**src/rtl/pgw_pkg.sv**
```systemverilog
package pgw_pkg;

    localparam int unsigned PAGE_SHIFT = 12;
    localparam int unsigned ENT_W      = 64;

    localparam int unsigned B_PRESENT  = 0;
    localparam int unsigned B_WRITE    = 1;
    localparam int unsigned B_USER     = 2;
    localparam int unsigned B_ACCESSED = 5;
    localparam int unsigned B_DIRTY    = 6;
    localparam int unsigned B_LARGE    = 7;
    localparam int unsigned B_NOEXEC   = 63;
    localparam int unsigned ADDR_TOP   = 51;

    typedef enum logic [2:0] {
        FLT_NONE     = 3'd0,
        FLT_ABSENT   = 3'd1,
        FLT_RSVD     = 3'd2,
        FLT_DENY     = 3'd3,
        FLT_NONCANON = 3'd4
    } walk_fault_e;

    typedef enum logic [2:0] {
        S_IDLE,
        S_FETCH,
        S_CHECK,
        S_MARK,
        S_PERM,
        S_UPDATE,
        S_FINISH
    } walk_state_e;

endpackage

```
**src/rtl/pgw_addr_calc.sv**
```systemverilog
module pgw_addr_calc
    import pgw_pkg::*;
#(
    parameter int unsigned VA_BITS  = 48,
    parameter int unsigned PA_BITS  = 40,
    parameter int unsigned LEVELS   = 4,
    parameter int unsigned IDX_BITS = 9,
    localparam int unsigned LVL_W   = $clog2(LEVELS + 1),
    localparam int unsigned FRAME_W = PA_BITS - PAGE_SHIFT
)(
    input  logic [FRAME_W-1:0]          base_frame,
    input  logic [VA_BITS-1:PAGE_SHIFT] vpn,
    input  logic [LVL_W-1:0]            level,
    output logic [PA_BITS-1:0]          entry_addr
);

    localparam int unsigned SLOT_SHIFT = PAGE_SHIFT - IDX_BITS;

    logic [IDX_BITS-1:0] idx_tab [LEVELS];
    logic [IDX_BITS-1:0] idx_sel;

    for (genvar g = 0; g < LEVELS; g++) begin : g_idx
        assign idx_tab[g] = vpn[PAGE_SHIFT + IDX_BITS*g +: IDX_BITS];
    end

    always_comb begin
        idx_sel = '0;
        for (int i = 0; i < LEVELS; i++) begin
            if (level == LVL_W'(i + 1)) begin
                idx_sel = idx_tab[i];
            end
        end
    end

    assign entry_addr = {base_frame, idx_sel, {SLOT_SHIFT{1'b0}}};

endmodule

```
**src/rtl/pgw_entry_eval.sv**
```systemverilog
module pgw_entry_eval
    import pgw_pkg::*;
#(
    parameter int unsigned PA_BITS   = 40,
    parameter int unsigned LEVELS    = 4,
    parameter int unsigned IDX_BITS  = 9,
    parameter int unsigned LARGE_TOP = 3,
    localparam int unsigned LVL_W    = $clog2(LEVELS + 1)
)(
    input  logic [ENT_W-1:0] entry,
    input  logic [LVL_W-1:0] level,
    input  logic             nx_on,
    output logic             present,
    output logic             reserved,
    output logic             is_leaf,
    output logic [1:0]       size_code
);

    function automatic logic [ENT_W-1:0] span(input int hi, input int lo);
        logic [ENT_W-1:0] m;
        m = '0;
        for (int b = 0; b < ENT_W; b++) begin
            if (b <= hi && b >= lo) m[b] = 1'b1;
        end
        return m;
    endfunction

    localparam logic [ENT_W-1:0] HI_RSVD = span(ADDR_TOP, PA_BITS);

    logic [ENT_W-1:0] low_tab [LEVELS];

    for (genvar g = 0; g < LEVELS; g++) begin : g_low
        if (g > 0 && g < LARGE_TOP) begin : g_big
            assign low_tab[g] = span(PAGE_SHIFT + IDX_BITS*g - 1, PAGE_SHIFT + 1);
        end else begin : g_none
            assign low_tab[g] = '0;
        end
    end

    logic             large_ok;
    logic [ENT_W-1:0] low_sel;

    always_comb begin
        low_sel = '0;
        for (int i = 0; i < LEVELS; i++) begin
            if (level == LVL_W'(i + 1)) low_sel = low_tab[i];
        end
    end

    assign large_ok  = (level >= LVL_W'(2)) && (level <= LVL_W'(LARGE_TOP));
    assign present   = entry[B_PRESENT];
    assign is_leaf   = (level == LVL_W'(1)) || (large_ok && entry[B_LARGE]);
    assign size_code = 2'(level - LVL_W'(1));

    assign reserved = (|(entry & HI_RSVD))
                    | (!nx_on && entry[B_NOEXEC])
                    | ((level == LVL_W'(LEVELS)) && entry[B_LARGE])
                    | (large_ok && entry[B_LARGE] && (|(entry & low_sel)));

endmodule

```
**src/rtl/pgw_leaf_fmt.sv**
```systemverilog
module pgw_leaf_fmt
    import pgw_pkg::*;
#(
    parameter int unsigned PA_BITS   = 40,
    parameter int unsigned IDX_BITS  = 9,
    parameter int unsigned LARGE_TOP = 3,
    localparam int unsigned FRAME_W  = PA_BITS - PAGE_SHIFT
)(
    input  logic [FRAME_W-1:0] frame,
    input  logic [1:0]         size_code,
    output logic [PA_BITS-1:0] page_base
);

    logic [PA_BITS-1:0] base_tab [LARGE_TOP];
    logic [PA_BITS-1:0] full;

    assign full = {frame, {PAGE_SHIFT{1'b0}}};

    for (genvar s = 0; s < LARGE_TOP; s++) begin : g_size
        localparam int unsigned SH = PAGE_SHIFT + IDX_BITS*s;
        localparam logic [PA_BITS-1:0] KEEP = ~PA_BITS'((64'd1 << SH) - 64'd1);
        assign base_tab[s] = full & KEEP;
    end

    always_comb begin
        page_base = '0;
        for (int i = 0; i < LARGE_TOP; i++) begin
            if (size_code == 2'(i)) page_base = base_tab[i];
        end
    end

endmodule

```
**src/rtl/pt_walker.sv**
```systemverilog
module pt_walker
    import pgw_pkg::*;
#(
    parameter int unsigned VA_BITS   = 48,
    parameter int unsigned PA_BITS   = 40,
    parameter int unsigned LEVELS    = 4,
    parameter int unsigned IDX_BITS  = 9,
    parameter int unsigned LARGE_TOP = 3
)(
    input  logic                     clk,
    input  logic                     rst_n,
    input  logic                     req_valid,
    output logic                     req_ready,
    input  logic [63:PAGE_SHIFT]     req_vpn,
    input  logic                     req_write,
    input  logic                     nx_enable,
    input  logic [PA_BITS-13:0]      root_frame,
    output logic                     mem_valid,
    input  logic                     mem_ready,
    output logic                     mem_we,
    output logic [PA_BITS-1:0]       mem_addr,
    output logic [63:0]              mem_wdata,
    input  logic [63:0]              mem_rdata,
    output logic                     chk_req,
    output logic                     chk_write,
    input  logic                     chk_done,
    input  logic                     chk_allow,
    output logic                     done,
    output logic                     fault,
    output logic [2:0]               fault_cause,
    output logic [PA_BITS-1:0]       page_pa,
    output logic [1:0]               page_size,
    output logic                     attr_rw,
    output logic                     attr_user,
    output logic                     attr_nx
);

    localparam int unsigned LVL_W   = $clog2(LEVELS + 1);
    localparam int unsigned FRAME_W = PA_BITS - PAGE_SHIFT;

    walk_state_e state_q, state_d;

    logic [VA_BITS-1:PAGE_SHIFT] va_q;
    logic                        wr_q;
    logic                        nx_q;
    logic [LVL_W-1:0]            lvl_q;
    logic [ENT_W-1:0]            ent_q;
    logic [PA_BITS-1:0]          addr_q;
    logic                        rw_acc, us_acc, nx_acc;
    walk_fault_e                 cause_q;
    logic [PA_BITS-1:0]          pa_q;
    logic [1:0]                  size_q;

    logic canonical;
    assign canonical = (&req_vpn[63:VA_BITS-1]) || !(|req_vpn[63:VA_BITS-1]);

    // next entry address: root table on accept, child table otherwise
    logic [FRAME_W-1:0]           calc_base;
    logic [VA_BITS-1:PAGE_SHIFT]  calc_vpn;
    logic [LVL_W-1:0]             calc_lvl;
    logic [PA_BITS-1:0]           next_addr;

    assign calc_base = (state_q == S_IDLE) ? root_frame : ent_q[PA_BITS-1:PAGE_SHIFT];
    assign calc_vpn  = (state_q == S_IDLE) ? req_vpn[VA_BITS-1:PAGE_SHIFT] : va_q;
    assign calc_lvl  = (state_q == S_IDLE) ? LVL_W'(LEVELS) : lvl_q - LVL_W'(1);

    pgw_addr_calc #(
        .VA_BITS(VA_BITS), .PA_BITS(PA_BITS), .LEVELS(LEVELS), .IDX_BITS(IDX_BITS)
    ) u_addr (
        .base_frame(calc_base),
        .vpn       (calc_vpn),
        .level     (calc_lvl),
        .entry_addr(next_addr)
    );

    logic       e_present, e_rsvd, e_leaf;
    logic [1:0] e_size;

    pgw_entry_eval #(
        .PA_BITS(PA_BITS), .LEVELS(LEVELS), .IDX_BITS(IDX_BITS), .LARGE_TOP(LARGE_TOP)
    ) u_eval (
        .entry    (ent_q),
        .level    (lvl_q),
        .nx_on    (nx_q),
        .present  (e_present),
        .reserved (e_rsvd),
        .is_leaf  (e_leaf),
        .size_code(e_size)
    );

    logic [PA_BITS-1:0] leaf_base;

    pgw_leaf_fmt #(
        .PA_BITS(PA_BITS), .IDX_BITS(IDX_BITS), .LARGE_TOP(LARGE_TOP)
    ) u_fmt (
        .frame    (ent_q[PA_BITS-1:PAGE_SHIFT]),
        .size_code(e_size),
        .page_base(leaf_base)
    );

    logic leaf_stale;
    assign leaf_stale = !ent_q[B_ACCESSED] || (wr_q && !ent_q[B_DIRTY]);

    // state register
    always_ff @(posedge clk or negedge rst_n) begin
        if (!rst_n) state_q <= S_IDLE;
        else        state_q <= state_d;
    end

    // transitions
    always_comb begin
        state_d = state_q;
        unique case (state_q)
            S_IDLE:   if (req_valid) state_d = canonical ? S_FETCH : S_FINISH;
            S_FETCH:  if (mem_ready) state_d = S_CHECK;
            S_CHECK: begin
                if (!e_present || e_rsvd)      state_d = S_FINISH;
                else if (e_leaf)               state_d = S_PERM;
                else if (!ent_q[B_ACCESSED])   state_d = S_MARK;
                else                           state_d = S_FETCH;
            end
            S_MARK:   if (mem_ready) state_d = S_FETCH;
            S_PERM: begin
                if (chk_done) begin
                    if (!chk_allow)       state_d = S_FINISH;
                    else if (leaf_stale)  state_d = S_UPDATE;
                    else                  state_d = S_FINISH;
                end
            end
            S_UPDATE: if (mem_ready) state_d = S_FINISH;
            S_FINISH: state_d = S_IDLE;
            default:  state_d = S_IDLE;
        endcase
    end

    // walk datapath
    always_ff @(posedge clk or negedge rst_n) begin
        if (!rst_n) begin
            va_q    <= '0;
            wr_q    <= 1'b0;
            nx_q    <= 1'b0;
            lvl_q   <= '0;
            ent_q   <= '0;
            addr_q  <= '0;
            rw_acc  <= 1'b1;
            us_acc  <= 1'b1;
            nx_acc  <= 1'b0;
            cause_q <= FLT_NONE;
            pa_q    <= '0;
            size_q  <= '0;
        end else begin
            unique case (state_q)
                S_IDLE: begin
                    if (req_valid) begin
                        va_q    <= req_vpn[VA_BITS-1:PAGE_SHIFT];
                        wr_q    <= req_write;
                        nx_q    <= nx_enable;
                        lvl_q   <= LVL_W'(LEVELS);
                        addr_q  <= next_addr;
                        rw_acc  <= 1'b1;
                        us_acc  <= 1'b1;
                        nx_acc  <= 1'b0;
                        pa_q    <= '0;
                        size_q  <= '0;
                        cause_q <= canonical ? FLT_NONE : FLT_NONCANON;
                    end
                end
                S_FETCH: begin
                    if (mem_ready) ent_q <= mem_rdata;
                end
                S_CHECK: begin
                    if (!e_present) begin
                        cause_q <= FLT_ABSENT;
                    end else if (e_rsvd) begin
                        cause_q <= FLT_RSVD;
                    end else begin
                        rw_acc <= rw_acc & ent_q[B_WRITE];
                        us_acc <= us_acc & ent_q[B_USER];
                        nx_acc <= nx_acc | ent_q[B_NOEXEC];
                        if (e_leaf) begin
                            pa_q   <= leaf_base;
                            size_q <= e_size;
                        end else if (ent_q[B_ACCESSED]) begin
                            addr_q <= next_addr;
                            lvl_q  <= lvl_q - LVL_W'(1);
                        end
                    end
                end
                S_MARK: begin
                    if (mem_ready) begin
                        addr_q <= next_addr;
                        lvl_q  <= lvl_q - LVL_W'(1);
                    end
                end
                S_PERM: begin
                    if (chk_done && !chk_allow) begin
                        cause_q <= FLT_DENY;
                        pa_q    <= '0;
                        size_q  <= '0;
                    end
                end
                S_UPDATE: ;
                S_FINISH: ;
                default: ;
            endcase
        end
    end

    // outputs
    always_comb begin
        req_ready   = (state_q == S_IDLE);
        mem_valid   = (state_q == S_FETCH) || (state_q == S_MARK) || (state_q == S_UPDATE);
        mem_we      = (state_q == S_MARK) || (state_q == S_UPDATE);
        mem_addr    = addr_q;
        mem_wdata   = ent_q;
        mem_wdata[B_ACCESSED] = 1'b1;
        if (state_q == S_UPDATE && wr_q) mem_wdata[B_DIRTY] = 1'b1;
        chk_req     = (state_q == S_PERM);
        chk_write   = wr_q;
        done        = (state_q == S_FINISH);
        fault       = (cause_q != FLT_NONE);
        fault_cause = cause_q;
        page_pa     = pa_q;
        page_size   = size_q;
        attr_rw     = rw_acc;
        attr_user   = us_acc;
        attr_nx     = nx_acc;
    end


    noncanon_chk: assert property (@(posedge clk) disable iff (!rst_n)
        req_valid && req_ready && !((&req_vpn[63:VA_BITS-1]) || !(|req_vpn[63:VA_BITS-1]))
        |=> done && !mem_valid && fault_cause == 3'd4);


    mem_hold_chk: assert property (@(posedge clk) disable iff (!rst_n)
        mem_valid && !mem_ready |=> mem_valid && $stable(mem_addr) && $stable(mem_we));


    busy_ready_chk: assert property (@(posedge clk) disable iff (!rst_n)
        mem_valid |-> !req_ready);


    abit_write_chk: assert property (@(posedge clk) disable iff (!rst_n)
        mem_valid && mem_we |-> mem_wdata[B_ACCESSED]);


    deny_quiet_chk: assert property (@(posedge clk) disable iff (!rst_n)
        chk_req && chk_done && !chk_allow |=> done && !mem_valid && fault_cause == 3'd3);


    done_pulse_chk: assert property (@(posedge clk) disable iff (!rst_n)
        done |=> !done);


    done_idle_chk: assert property (@(posedge clk) disable iff (!rst_n)
        done |-> !mem_valid && !chk_req);

endmodule

```
**config.mk**
```make
export PLATFORM = sky130hd
export DESIGN_NAME = pt_walker
export DESIGN_NICKNAME = d
export VERILOG_FILES = /design/src/rtl/pgw_pkg.sv /design/src/rtl/pgw_addr_calc.sv /design/src/rtl/pgw_entry_eval.sv /design/src/rtl/pgw_leaf_fmt.sv /design/src/rtl/pt_walker.sv
export SDC_FILE = /design/constraint.sdc
export NUM_CORES = 1
export LEC_CHECK = 0
export ABC_CLOCK_PERIOD_IN_PS = 3400
export BUFFER_PORTS_ARGS = -buffer_cell sky130_fd_sc_hd__buf_4
export CAP_MARGIN = 40
export CORE_MARGIN = 5
export CORE_UTILIZATION = 53
export DETAILED_ROUTE_END_ITERATION = 10
export PLACE_DENSITY = 0.81
export SYNTH_ARGS = -nofsm -noshare
export SYNTH_HDL_FRONTEND = slang
export SYNTH_HIERARCHICAL = 1
export SYNTH_SLANG_ARGS = --single-unit
```
**constraint.sdc**
```tcl
create_clock -name clk -period 3.4 [get_ports clk]
set_input_delay 1.02 -clock clk [delete_from_list [all_inputs] [get_ports clk]]
set_output_delay 1.02 -clock clk [all_outputs]
set_load 0.02 [all_outputs]
```
# == After elaboration in Yosys (flattened, before gate mapping) ==
# Cells that the tools add are included.
# word_totals
reg_bits,196
input_bits,152
out_inout_bits,159
elab_cells,158
# classes
add_sub_neg,1
magnitude_cmp,2
n_eq_ne,28
mux,69
bitwise_logic,7
n_reduce_logical,38
# ops
operator,count
40-bit 2-to-1 mux,14
40-bit case mux with 3 select lines,2
64-bit 2-to-1 mux,2
64-bit bitwise AND,1
64-bit OR reduction,1
3-bit 2-to-1 mux,20
36-bit 2-to-1 mux,1
9-bit 2-to-1 mux,4
28-bit 2-to-1 mux,1
21-bit 2-to-1 mux,1
"3-bit by 2-bit equality test with 1-bit output, second input constant",6
"2-bit != test, second input constant",9
3-bit case mux with 3 select lines,2
3-bit case mux with 6 select lines,1
17-bit AND reduction,1
17-bit OR reduction,1
2-bit 2-to-1 mux,8
"3-bit equality test, second input constant",5
12-bit OR reduction,1
"3-bit by 1-bit equality test with 1-bit output, second input constant",3
1-bit 2-to-1 mux,9
3-bit nonzero test,3
1-bit logical AND,8
4-bit AND reduction,2
20 further kinds,39

# == Depth between registers and ports, before layout ==
# Gate-level depths: netlist of run 1.
# depth
depth_word,12
ltp_mapped,11
ltp_nobuf,9

# == By module ==
# The synthesis of run 1 kept the hierarchy.
# by_module_without_submodules
mod,instances,cells_each,area_per_inst_um2,seq_area_each_um2
pt_walker,1,868,9217.6,4907.2
pgw_addr_calc,1,77,671.9,0.0
pgw_leaf_fmt,1,46,402.9,0.0
pgw_entry_eval,1,25,173.9,0.0

# == Least setup slack after synthesis of run 1 ==
# Ideal clock, no wire load.
# synth_timing
path_kind,reg2reg
startpoint,register state_q[0]
endpoint,"register addr_q[10], in the netlist mem_addr[10]"
setup_ps,125
arrival_ps,2280
required_ps,3275
path_slack_ps,995
stages_incl_launch_ff,11
n_path_buf,4
period_less_slack_ps,2405
cell_sequence,dfrtp_1 -> buf_2 -> or3_1 -> inv_2 -> clkbuf_1 -> nor2_1 -> buf_6 -> buf_6 -> mux2i_1 -> o221ai_2 -> mux2_4
# synth_between
elab_chain_cells,12
word_cells_on_any_way,28
classes_between,eq/ne: 12; mux: 13; reduce/logical: 3
# synth_lines
item,line_no,rtl
"start, declared",pt_walker.sv:41,"walk_state_e state_q, state_d;"
"start signal, assigned",pt_walker.sv:107,else state_q <= state_d;
3-bit logical NOT (*),n/a,
net req_ready,pt_walker.sv:13,"output logic req_ready,"
3-bit 2-to-1 mux (*),pt_walker.sv:65,assign calc_lvl = (state_q == S_IDLE) ? LVL_W'(LEVELS) : lvl_q - LVL_W'(1);
net calc_lvl[0],pt_walker.sv:60,logic [LVL_W-1:0] calc_lvl;
3-bit by 1-bit equality test with 1-bit output,pgw_addr_calc.sv:29,if (level == LVL_W'(i + 1)) begin
9-bit 2-to-1 mux (3 in series),pgw_addr_calc.sv:29,
9-bit 2-to-1 mux (*),pgw_addr_calc.sv:29,
net next_addr[10],pt_walker.sv:61,logic [PA_BITS-1:0] next_addr;
40-bit 2-to-1 mux,pt_walker.sv:183,end else if (ent_q[B_ACCESSED]) begin
40-bit 2-to-1 mux,pt_walker.sv:180,if (e_leaf) begin
40-bit 2-to-1 mux,pt_walker.sv:174,end else if (e_rsvd) begin
40-bit 2-to-1 mux,pt_walker.sv:172,if (!e_present) begin
40-bit case mux with 3 select lines (*),pt_walker.sv:152,unique case (state_q)
"end signal, assigned",pt_walker.sv:159,addr_q <= next_addr;
"end signal, assigned",pt_walker.sv:184,addr_q <= next_addr;
"end signal, assigned",pt_walker.sv:191,addr_q <= next_addr;
"end, declared",pt_walker.sv:48,logic [PA_BITS-1:0] addr_q;
# Mark *: on every way through the listed nets, which the timed path passes. The rest lies on a longest branch. The select of a mux whose other input is x is not followed.
# A chain may end at the register's enable or synchronous reset.

# == Final worst setup path of run 1 ==
# layout_timing
startpoint,register state_q[2]
endpoint,output req_ready
# layout_between
elab_chain_cells,1
# layout_lines
item,line_no,rtl
3-bit logical NOT,pt_walker.sv:211,req_ready = (state_q == S_IDLE);
"end, declared",pt_walker.sv:13,
# Every way passes these cells.

==> results of run 1 <==
[synth_stat cells, types with 5 or more instances]
master                      number  area (um^2)
sky130_fd_sc_hd__nand2_1       224          841
sky130_fd_sc_hd__buf_2          29          145
sky130_fd_sc_hd__nand4bb_1       9          101
sky130_fd_sc_hd__a21oi_1         8         40.0
sky130_fd_sc_hd__mux2_2         78          878
sky130_fd_sc_hd__a21boi_1       10         75.1
sky130_fd_sc_hd__mux2_4         35          526
sky130_fd_sc_hd__mux2_1         27          304
sky130_fd_sc_hd__inv_1          52          195
sky130_fd_sc_hd__o221ai_2        9          135
sky130_fd_sc_hd__nor2_1         13         48.8
sky130_fd_sc_hd__nor4_1          6         37.5
sky130_fd_sc_hd__buf_6           9          101
sky130_fd_sc_hd__buf_4         109          818
sky130_fd_sc_hd__nor3b_2         9          113
sky130_fd_sc_hd__clkbuf_1       13         48.8
sky130_fd_sc_hd__nor2b_1         7         43.8
sky130_fd_sc_hd__o21ai_0        55          275
sky130_fd_sc_hd__nand3_1        47          235
sky130_fd_sc_hd__mux2i_1        10          100
sky130_fd_sc_hd__dfrtp_1       194         4850
sky130_fd_sc_hd__nor3_1          5         25.0
[per-layer routing]
layer | part of all wire [%] | vias up | GRT usage [%]
li1 | - | 3638 | -
met1 | 41 | 3770 | 31.0
met2 | 49 | 256 | 38.3
met3 | 7.8 | 35 | 6.47
met4 | 1.9 | 0 | 6.36
met5 | 0 | - | 0
[placed cells by master, fill, tap and decap left out, drive strengths merged, types with 7 or more instances in the layout]
cell type and n:
nor2 13, mux2 140, inv 58, conb 16, nand3 47, nand4bb 9, o21ai 55, dfrtp 194
buf 323, nor3b 9, mux2i 10, clkbuf 21, a21boi 12, nor2b 7, o221ai 9, nor4 9
a21oi 8, nand2 225
[critical path, delay by kind of cell, from the launching register on]
family / cells / cell delay (ns)
buffers and inverters: 2 / 0.40
AND/OR/NAND/NOR: 1 / 0.78
flip-flops: 1 / 0.53
[flip-flops by register name (all words and copies together) (netlist names)]
signal and count:
attr_user 1, page_size 2, state_q 3, fault_cause 3, mem_addr 40, chk_write 1, page_pa 40, va_q 36
nx_q 1, lvl_q 3, attr_rw 1, attr_nx 1, ent_q 64
[final cells by class]
type | instances | area share (%)
clock buffers | 20 | 3.57
clock inverters | 12 | 1.13
inverters | 53 | 1.56
multi-input cells | 614 | 33.3
flip-flops and latches | 196 | 38.4
well taps | 265 | 2.60
repair buffers | 324 | 19.5
[power by group]
part,switching [mW],internal (mW)
combinational,3.55,2.81
clock,0.929,1.14
sequential,0.675,3.21
[kinds of logic after synthesis]
kind of cell,Yosys count
AOI/OAI and AO/OA,98
adders and majority gates,4
buffers and inverters,219
DFF,196
muxes,150
other,3
and+or+nand+nor,346
[path summary, 6_finish.rpt]
path	slack (ns)	to
min in group asynchronous	0.58	page_pa[1]
worst max register to register	0.47	mem_addr[14]
worst min register to register	0.49	attr_rw
worst min-delay path	0.49	attr_rw
max in group asynchronous	2.05	ent_q[35]
worst max-delay path	0.25	req_ready
==> results.json, run 1 <==
{
  "outcome": "finished, final reports clean",
  "worst_r2r_path_depth": 8,
  "drv.max_cap_violation_count": 0,
  "detailedPlacementHpwl_um": 19600,
  "die-width_um": 151,
  "synth-edff-count": 0,
  "yosys.area_share.xor_xnor_pct": 0,
  "finalMaxSlewViolations": 0,
  "p_per_area_nw_per_um2": 964,
  "cts_htree_levels": 4,
  "unrepaired_setup_endpoints_after_global_routing": "no",
  "port_buffer_count": 309,
  "clockBufferDepth": 2,
  "finalCritPeriodShare_pct": 92.5,
  "number_of_vias_in_the_routed_layout": 7699,
  "vias_per_cell": 5.19,
  "design.final.nets": 1362,
  "cts_root_buffer": "sky130_fd_sc_hd__clkbuf_16",
  "globalplace.congestion": 0.845,
  "report.final.setup_viol": 0,
  "worstPathArrival_ns": 2.13,
  "worst_voltage_drop_across_the_vdd_grid_mv": 0.517,
  "cts_tree": "yes",
  "min_path_type": "reg -> reg",
  "crit_type": "reg -> out",
  "worstHoldPathCells": 2,
  "worstPathRequired_ns": 2.38,
  "totalWireLength_um": 26700,
  "path_clk_slew_ns": 0.07,
  "grt_usage_pct": 23.5,
  "crit_path_top_delay_cell": "sky130_fd_sc_hd__or3_2",
  "setup_tns_ns": 0,
  "floorplan.initialDensity_pct": 53.8,
  "clock_sink_count": 196,
  "count_of_non_filler_cells_in_the_finished_layout": 1484,
  "rows": 51,
  "drc": 0,
  "ioPinCount": 311,
  "timing.final.ws_setup_ns": 0.254,
  "setup.worst_path.start_class": "flop",
  "grt.overflow.total": 0,
  "number_of_antenna_violations_at_the_first_check_in_global_routing": 0,
  "first_pass_iters": 5,
  "max_transition_margin_pct": 38.3,
  "cts_buffers": 17,
  "finish.utilization_pct": 65.6,
  "ctsHoldBuffers": 0,
  "yosysWarningCount": 6,
  "multiInputGateArea_um2": 4250,
  "avgRoutedWirePerCell_um": 18.0,
  "area_delta_synth_final_pct": 22.1,
  "post_route_cells_drive_above_1_share_pct": 41.2,
  "cp-startpoint": "state_q[2]",
  "fin_area_um2": 12800,
  "post_synth_instance_area_um2": 10500,
  "worst_hold_startpoint": "attr_rw",
  "post_synth.cell_area_avg_um2": 10.3,
  "dominant_combinational_cell_family_by_area_after_synthesis": "multiplexers",
  "complex_gate_fraction_of_the_synthesized_area_pct": 6.26,
  "post-place-cells": 1452,
  "timing_hold_violations_final": 0,
  "synth_cell_type_count": 55,
  "largest_net_degree_at_the_start_of_global_routing": 85,
  "holdWs_ns": 0.487,
  "first_drt_iteration_drcs": 459,
  "clock.fmax_mhz": 318,
  "power_mw": 12.3,
  "clock_insertion_delay_worst_skew_ns": 0.42,
  "synthesis.instances": 1016,
  "detailed_place.area_um2": 12200,
  "worst-slew-pin-transition_ns": 0.924,
  "route.antenna.remaining_nets": 0,
  "floorplan.die.height_um": 151,
  "synth.yosys.seq_area_share_pct": 46.9,
  "worst_setup_path_end_kind": "output port",
  "design.die.area_um2": 22700,
  "worst_clock_skew_ns": 0.00890,
  "fin_crit_ns": 3.15,
  "yosys_register_bits": 196,
  "max_stage_delay_ns": 0.78,
  "grt_first_pass_wirelength_um": 41600,
  "dominantRegCellSynth": "sky130_fd_sc_hd__dfrtp_1",
  "static-leakage-power_nw": 6.44,
  "critical_path.max_fanout": 20,
  "synth_async_sr_flop_share_pct": 100,
  "first_global_vias": 7770,
  "n_fill_cell": 1532,
  "postCtsSetupBuffers": 0,
  "cp_cell_sequence": "or3_2 -> inv_2 -> buf_4",
  "seq_area_um2": 4910,
  "r2r_start": "ent_q[40]",
  "synth_simple_gate_area_share_pct": 15.7,
  "yosys-mux-area-fraction_pct": 17.3,
  "cts_repair_resize_count": 0,
  "antennaDiodeCount": 0,
  "dp_worst_setup_slack_ns": 0.476,
  "coreArea_um2": 19500,
  "yosys.area_share.adder_pct": 0.478
}
Power figures use the tool's default switching activity.
==> run 2, diff against run 1 <==
--- a/config.mk
+++ b/config.mk
@@ -5,13 +5,14 @@
 export SDC_FILE = /design/constraint.sdc
 export NUM_CORES = 1
 export LEC_CHECK = 0
+export ABC_AREA = 1
 export ABC_CLOCK_PERIOD_IN_PS = 3400
 export BUFFER_PORTS_ARGS = -buffer_cell sky130_fd_sc_hd__buf_4
 export CAP_MARGIN = 40
 export CORE_MARGIN = 5
 export CORE_UTILIZATION = 53
 export DETAILED_ROUTE_END_ITERATION = 10
-export PLACE_DENSITY = 0.81
+export PLACE_DENSITY = 0.8
 export SYNTH_ARGS = -nofsm -noshare
 export SYNTH_HDL_FRONTEND = slang
 export SYNTH_HIERARCHICAL = 1
==> results.json, run 2 <==
{
  "worst_voltage_drop_across_the_vdd_grid_mv": 0.506,
  "post_synth.cell_area_avg_um2": 8.19,
  "synth_top_cell_by_area": "sky130_fd_sc_hd__dfrtp_1",
  "design.final.nets": 1639,
  "n_fill_cell": 1648,
  "cts_buffers": 17,
  "final_cell_mix": "sky130_fd_sc_hd__nand2_1, sky130_fd_sc_hd__buf_4, sky130_fd_sc_hd__dfrtp_1",
  "synthTopCellsByCount": "sky130_fd_sc_hd__nand2_1, sky130_fd_sc_hd__dfrtp_1, sky130_fd_sc_hd__buf_4",
  "grt_usage_pct": 24.8,
  "dominantRegCellSynth": "sky130_fd_sc_hd__dfrtp_1",
  "max_transition_margin_pct": 45.2,
  "drc": 0,
  "finalCritPeriodShare_pct": 90.0,
  "cp-startpoint": "state_q[0]",
  "design.die.area_um2": 23000,
  "area_delta_synth_final_pct": 22.4,
  "setup.worst_path.start_class": "flop",
  "timing_hold_violations_final": 0,
  "cts_tree": "yes",
  "globalplace.congestion": 0.868,
  "static-leakage-power_nw": 7.00,
  "top_register": "ent_q",
  "complex_gate_fraction_of_the_synthesized_area_pct": 4.75,
  "largest_reg_flops": 64,
  "dominant_combinational_cell_family_by_area_after_synthesis": "simple AND/OR/NAND/NOR gates",
  "worst_setup_path_end_kind": "output port",
  "first_global_vias": 8563,
  "synth_most_common_cell": "sky130_fd_sc_hd__nand2_1",
  "totalWireLength_um": 29000,
  "synth-edff-count": 0,
  "clock_sink_count": 196,
  "worst-slew-pin-transition_ns": 0.819,
  "dp_worst_setup_slack_ns": 0.530,
  "worstPathRequired_ns": 2.38,
  "finalMaxSlewViolations": 0,
  "seq_area_um2": 4910,
  "synth_async_sr_flop_share_pct": 100,
  "postCtsSetupBuffers": 0,
  "port_buffer_count": 309,
  "vias_per_cell": 5.08,
  "largest_net_degree_at_the_start_of_global_routing": 82,
  "worst_clock_skew_ns": 0.0157,
  "p_per_area_nw_per_um2": 968,
  "cts_root_buffer": "sky130_fd_sc_hd__clkbuf_16",
  "ctsHoldBuffers": 0,
  "yosys_register_bits": 196,
  "post_synth_main_area_contributors": "sky130_fd_sc_hd__dfrtp_1, sky130_fd_sc_hd__nand2_1, sky130_fd_sc_hd__buf_4, sky130_fd_sc_hd__mux2_2, sky130_fd_sc_hd__o21ai_0",
  "number_of_antenna_violations_at_the_first_check_in_global_routing": 0,
  "yosysWarningCount": 6,
  "die-width_um": 152,
  "grt_first_pass_wirelength_um": 44800,
  "multiInputGateArea_um2": 4270,
  "synth_top_cell_area_share_pct": 45.7,
  "report.final.setup_viol": 0,
  "cts_repair_resize_count": 0,
  "first_drt_iteration_drcs": 619,
  "clock_insertion_delay_worst_skew_ns": 0.43,
  "avgRoutedWirePerCell_um": 16.5,
  "worst_hold_startpoint": "page_pa[7]",
  "rows": 51,
  "min_path_type": "reg -> reg",
  "worstPathArrival_ns": 2.04,
  "antennaDiodeCount": 0,
  "detailedPlacementHpwl_um": 21300,
  "cts_htree_levels": 4,
  "yosys-mux-area-fraction_pct": 6.78,
  "yosys.area_share.adder_pct": 0.471,
  "r2r_start": "lvl_q[0]",
  "post_route_cells_drive_above_1_share_pct": 30.7,
  "synth_cell_type_count": 36,
  "yosys.area_share.xor_xnor_pct": 0.0824,
  "layout.cells.most_common": "sky130_fd_sc_hd__nand2_1",
  "fin_crit_ns": 3.06,
  "unrepaired_setup_endpoints_after_global_routing": "no",
  "grt.overflow.total": 0,
  "synthesis.instances": 1297,
  "floorplan.initialDensity_pct": 54.2,
  "finish.utilization_pct": 66.4,
  "drv.max_cap_violation_count": 0,
  "clockBufferDepth": 2,
  "first_pass_iters": 5,
  "coreArea_um2": 19600,
  "timing.final.ws_setup_ns": 0.341,
  "synth.yosys.seq_area_share_pct": 46.2,
  "outcome": "finished, final reports clean",
  "floorplan.die.height_um": 152,
  "crit_type": "reg -> out",
  "route.antenna.remaining_nets": 0,
  "path_clk_slew_ns": 0.08,
  "number_of_vias_in_the_routed_layout": 8942,
  "synth_simple_gate_area_share_pct": 27.2,
  "clock.fmax_mhz": 327,
  "ioPinCount": 311,
  "post_synth_instance_area_um2": 10600,
  "critical_path.max_fanout": 7
}
## run 2: through the flow
stage	total power, mW	TNS (ns)	area [um^2]	instances	hold WS, ns
2_1_floorplan	9.04	0	10700	1310	0.453
3_3_place_gp	10.5	-1.28	12400	1727	0.454
3_5_place_dp	10.7	0	12400	1729	0.460
4_1_cts	12.7	0	13000	1761	0.477
5_1_grt	13.5	0	13000	1761	0.492
6_report	12.6	0	13000	1761	0.474
## run 2: path summary, 6_finish.rpt
kind / endpoint / slack [ns] / depth (start not counted)
worst max-delay path: mem_we / 0.34 / 7
worst min-delay path: page_pa[7] / 0.47 / 2
worst max register to register: attr_nx / 0.56 / 13
worst min register to register: page_pa[7] / 0.47 / 2
max in group asynchronous: page_pa[17] / 2.05 / 2
min in group asynchronous: ent_q[30] / 0.61 / 1
## run 2: area by class of cell
cell class,count,area share (%)
clock buffers,20,3.43
clock inverters,12,0.923
inverters,101,3.10
multi-input cells,840,32.8
flip-flops and latches,196,37.7
well taps,265,2.55
repair buffers,327,19.4
## run 2: cell families after synthesis
logic type,after synthesis
other cells,3
flops,196
fa+ha+maj,4
xor+xnor,1
buf+inv,274
mux,64
simple gates,657
compound gates,98
## run 2: critical path, cell delays in order (launching register included)
cell and delay [ns]:
sky130_fd_sc_hd__dfrtp_1 0.50, sky130_fd_sc_hd__inv_1 0.14, sky130_fd_sc_hd__nor2_1 0.24, sky130_fd_sc_hd__inv_1 0.13, sky130_fd_sc_hd__nor2_1 0.18, sky130_fd_sc_hd__inv_1 0.10, sky130_fd_sc_hd__o21ai_0 0.12, sky130_fd_sc_hd__buf_4 0.20
## run 2: report_power, final
part / leakage, nW / switching, mW / total, mW / internal (mW)
clock network: 0.277 / 0.957 / 1.94 / 0.988
logic: 4.21 / 4.22 / 6.61 / 2.39
registers: 2.51 / 0.733 / 4.03 / 3.30
## run 2: per-layer routing
metal  track usage [%]  vias up  part of all wire [%]
met5                 0        -                     0
met3              6.84       45                   7.9
met4              7.95        0                   2.6
met1              31.2     4206                    40
li1                  -     4370                     -
met2              41.7      321                    49
==> run 3, diff against run 2 <==
--- a/config.mk
+++ b/config.mk
@@ -9,8 +9,10 @@
 export ABC_CLOCK_PERIOD_IN_PS = 3400
 export BUFFER_PORTS_ARGS = -buffer_cell sky130_fd_sc_hd__buf_4
 export CAP_MARGIN = 40
+export CELL_PAD_IN_SITES_DETAIL_PLACEMENT = 1
+export CELL_PAD_IN_SITES_GLOBAL_PLACEMENT = 1
 export CORE_MARGIN = 5
-export CORE_UTILIZATION = 53
+export CORE_UTILIZATION = 38
 export DETAILED_ROUTE_END_ITERATION = 10
 export PLACE_DENSITY = 0.8
 export SYNTH_ARGS = -nofsm -noshare
==> results.json, run 3 (same netlist as run 2, synthesis figures left out) <==
{
  "unrepaired_setup_endpoints_after_global_routing": "no",
  "power_share_of_the_combinational_group_pct": 52.6,
  "floorplan.die.height_um": 177,
  "setup.worst_path.start_class": "flop",
  "floorplan.initialDensity_pct": 38.3,
  "worst_setup_path_end_kind": "output port",
  "timing_hold_violations_final": 0,
  "layout.cells.most_common": "sky130_fd_sc_hd__nand2_1",
  "design.final.nets": 1639,
  "grt_usage_pct": 21.4,
  "postCtsSetupBuffers": 0,
  "sequentialPowerShare_pct": 31.8,
  "fin_area_um2": 13100,
  "worst_voltage_drop_across_the_vdd_grid_mv": 0.522,
  "clockBufferDepth": 2,
  "crit_path_top_delay_cell": "sky130_fd_sc_hd__dfrtp_1",
  "final_cell_mix": "sky130_fd_sc_hd__nand2_1, sky130_fd_sc_hd__buf_4, sky130_fd_sc_hd__dfrtp_1",
  "dp_worst_setup_slack_ns": 0.552,
  "finalMaxSlewViolations": 0,
  "drv.max_cap_violation_count": 0,
  "largest_net_degree_at_the_start_of_global_routing": 82,
  "grt.overflow.total": 0,
  "total_switching_power_mw": 6.22,
  "vias_per_cell": 4.83,
  "number_of_antenna_violations_at_the_first_check_in_global_routing": 4,
  "first_global_vias": 9571,
  "crit_type": "reg -> out",
  "port_buffer_count": 309,
  "detailed_place.area_um2": 12600,
  "first_pass_iters": 6,
  "critical_path.max_fanout": 32,
  "clock_sink_count": 196,
  "multiInputGateArea_um2": 4270,
  "critical-path-top-delay-family": "buffers and inverters",
  "max_transition_margin_pct": 47.5,
  "min_path_type": "reg -> reg",
  "route.antenna.remaining_nets": 0,
  "finish.utilization_pct": 47.4,
  "power_mw": 12.9,
  "clock_power_share_pct": 15.6,
  "timing.critical_path.buf_inv": 2,
  "clock.fmax_mhz": 319,
  "p_per_area_nw_per_um2": 981,
  "drc": 0,
  "cp_cell_sequence": "nor2_1 -> nand2_4 -> inv_2 -> buf_4",
  "top_register": "ent_q",
  "detailedPlacementHpwl_um": 25500,
  "worstPathArrival_ns": 2.11,
  "setup_tns_ns": 0,
  "path_clk_slew_ns": 0.08,
  "die-width_um": 177,
  "report.final.setup_viol": 0,
  "static-leakage-power_nw": 6.98,
  "ioPinCount": 311,
  "rows": 61,
  "timing.final.ws_setup_ns": 0.265,
  "seq_area_um2": 4910,
  "fin_crit_ns": 3.13,
  "worstPathRequired_ns": 2.38,
  "cts_repair_resize_count": 0,
  "max_stage_delay_ns": 0.48,
  "avgRoutedWirePerCell_um": 18.2,
  "worst_clock_skew_ns": 0.0164,
  "cts_tree": "yes",
  "cellInternalPower_mw": 6.66,
  "cts_buffers": 17,
  "cts_htree_levels": 4,
  "worst-slew-pin-transition_ns": 0.786,
  "ctsHoldBuffers": 0,
  "cts_root_buffer": "sky130_fd_sc_hd__clkbuf_16",
  "grt_first_pass_wirelength_um": 53100,
  "largest_reg_flops": 64,
  "n_fill_cell": 3375,
  "globalplace.congestion": 0.867,
  "finalCritPeriodShare_pct": 92.2,
  "power_switching_share_pct": 48.3,
  "first_drt_iteration_drcs": 517,
  "outcome": "finished, final reports clean",
  "clock_insertion_delay_worst_skew_ns": 0.44,
  "area_delta_synth_final_pct": 23.6,
  "coreArea_um2": 27700,
  "totalWireLength_um": 34100,
  "number_of_vias_in_the_routed_layout": 9051,
  "design.die.area_um2": 31400,
  "post_route_cells_drive_above_1_share_pct": 30.7
}
-- run 3: cell count changes in the layout (fill, tap and decap cells not counted), moves of 2 or more --
cell / previous run / this run
sky130_fd_sc_hd__buf_16: 2 / 0
sky130_fd_sc_hd__inv_6: 0 / 4
sky130_fd_sc_hd__clkinv_4: 8 / 3
sky130_fd_sc_hd__clkinv_8: 1 / 3
-- run 3: power by group through the flow --
stage	clock, mW	sequential, mW	combinational (mW)
final	2.01	4.10	6.78
after global routing	2.16	4.23	7.42
after CTS	2.07	4.10	6.87
after detailed placement	0	4.14	6.85
after global placement	0	4.08	6.59
after floorplan	0	4.27	4.77
-- run 3: layer usage --
| metal | routed length, um | vias up | track usage [%] |
|---|---|---|---|
| met2 | 17100 | 235 | 36.8 |
| li1 | - | 4364 | - |
| met3 | 2310 | 41 | 5.87 |
| met4 | 635 | 6 | 5.35 |
| met5 | 34 | - | 0 |
| met1 | 14000 | 4405 | 26.9 |
-- run 3: final timing paths --
path | from | slack (ns) | cells after the start | end
max in group asynchronous | rst_n | 1.95 | 2 | page_pa[23]
hold / removal | mem_addr[14] | 0.47 | 2 | mem_addr[14]
min in group asynchronous | rst_n | 0.61 | 1 | ent_q[32]
hold reg to reg | mem_addr[14] | 0.47 | 2 | mem_addr[14]
setup reg to reg | lvl_q[0] | 0.56 | 13 | attr_nx
setup / recovery | state_q[0] | 0.27 | 4 | req_ready
-- run 3: stage by stage --
step | std cells | hold slack, ns
floorplan | 1310 | 0.453
global placement | 1841 | 0.456
detailed placement | 1842 | 0.460
CTS | 1874 | 0.479
global route | 1875 | 0.501
finish | 1875 | 0.474
-- run 3: layout make-up --
| type | count | area share [%] |
|---|---|---|
| Inverter | 101 | 3.07 |
| Multi-Input combinational cell | 840 | 32.5 |
| Clock buffer | 19 | 3.30 |
| Clock inverter | 13 | 1.07 |
| Antenna cell | 1 | 0.0191 |
| Sequential cell | 196 | 37.4 |
| Timing Repair Buffer | 327 | 19.0 |
| Tap cell | 378 | 3.60 |
-- run 3: worst register-to-register path, delay by kind of cell, from the launching register on --
family	cells	cell delay, ns
DFF	1	0.45
and+or+nand+nor	8	1.35
adders and majority gates	1	0.21
buffers and inverters	3	0.65
AOI/OAI and AO/OA	1	0.07
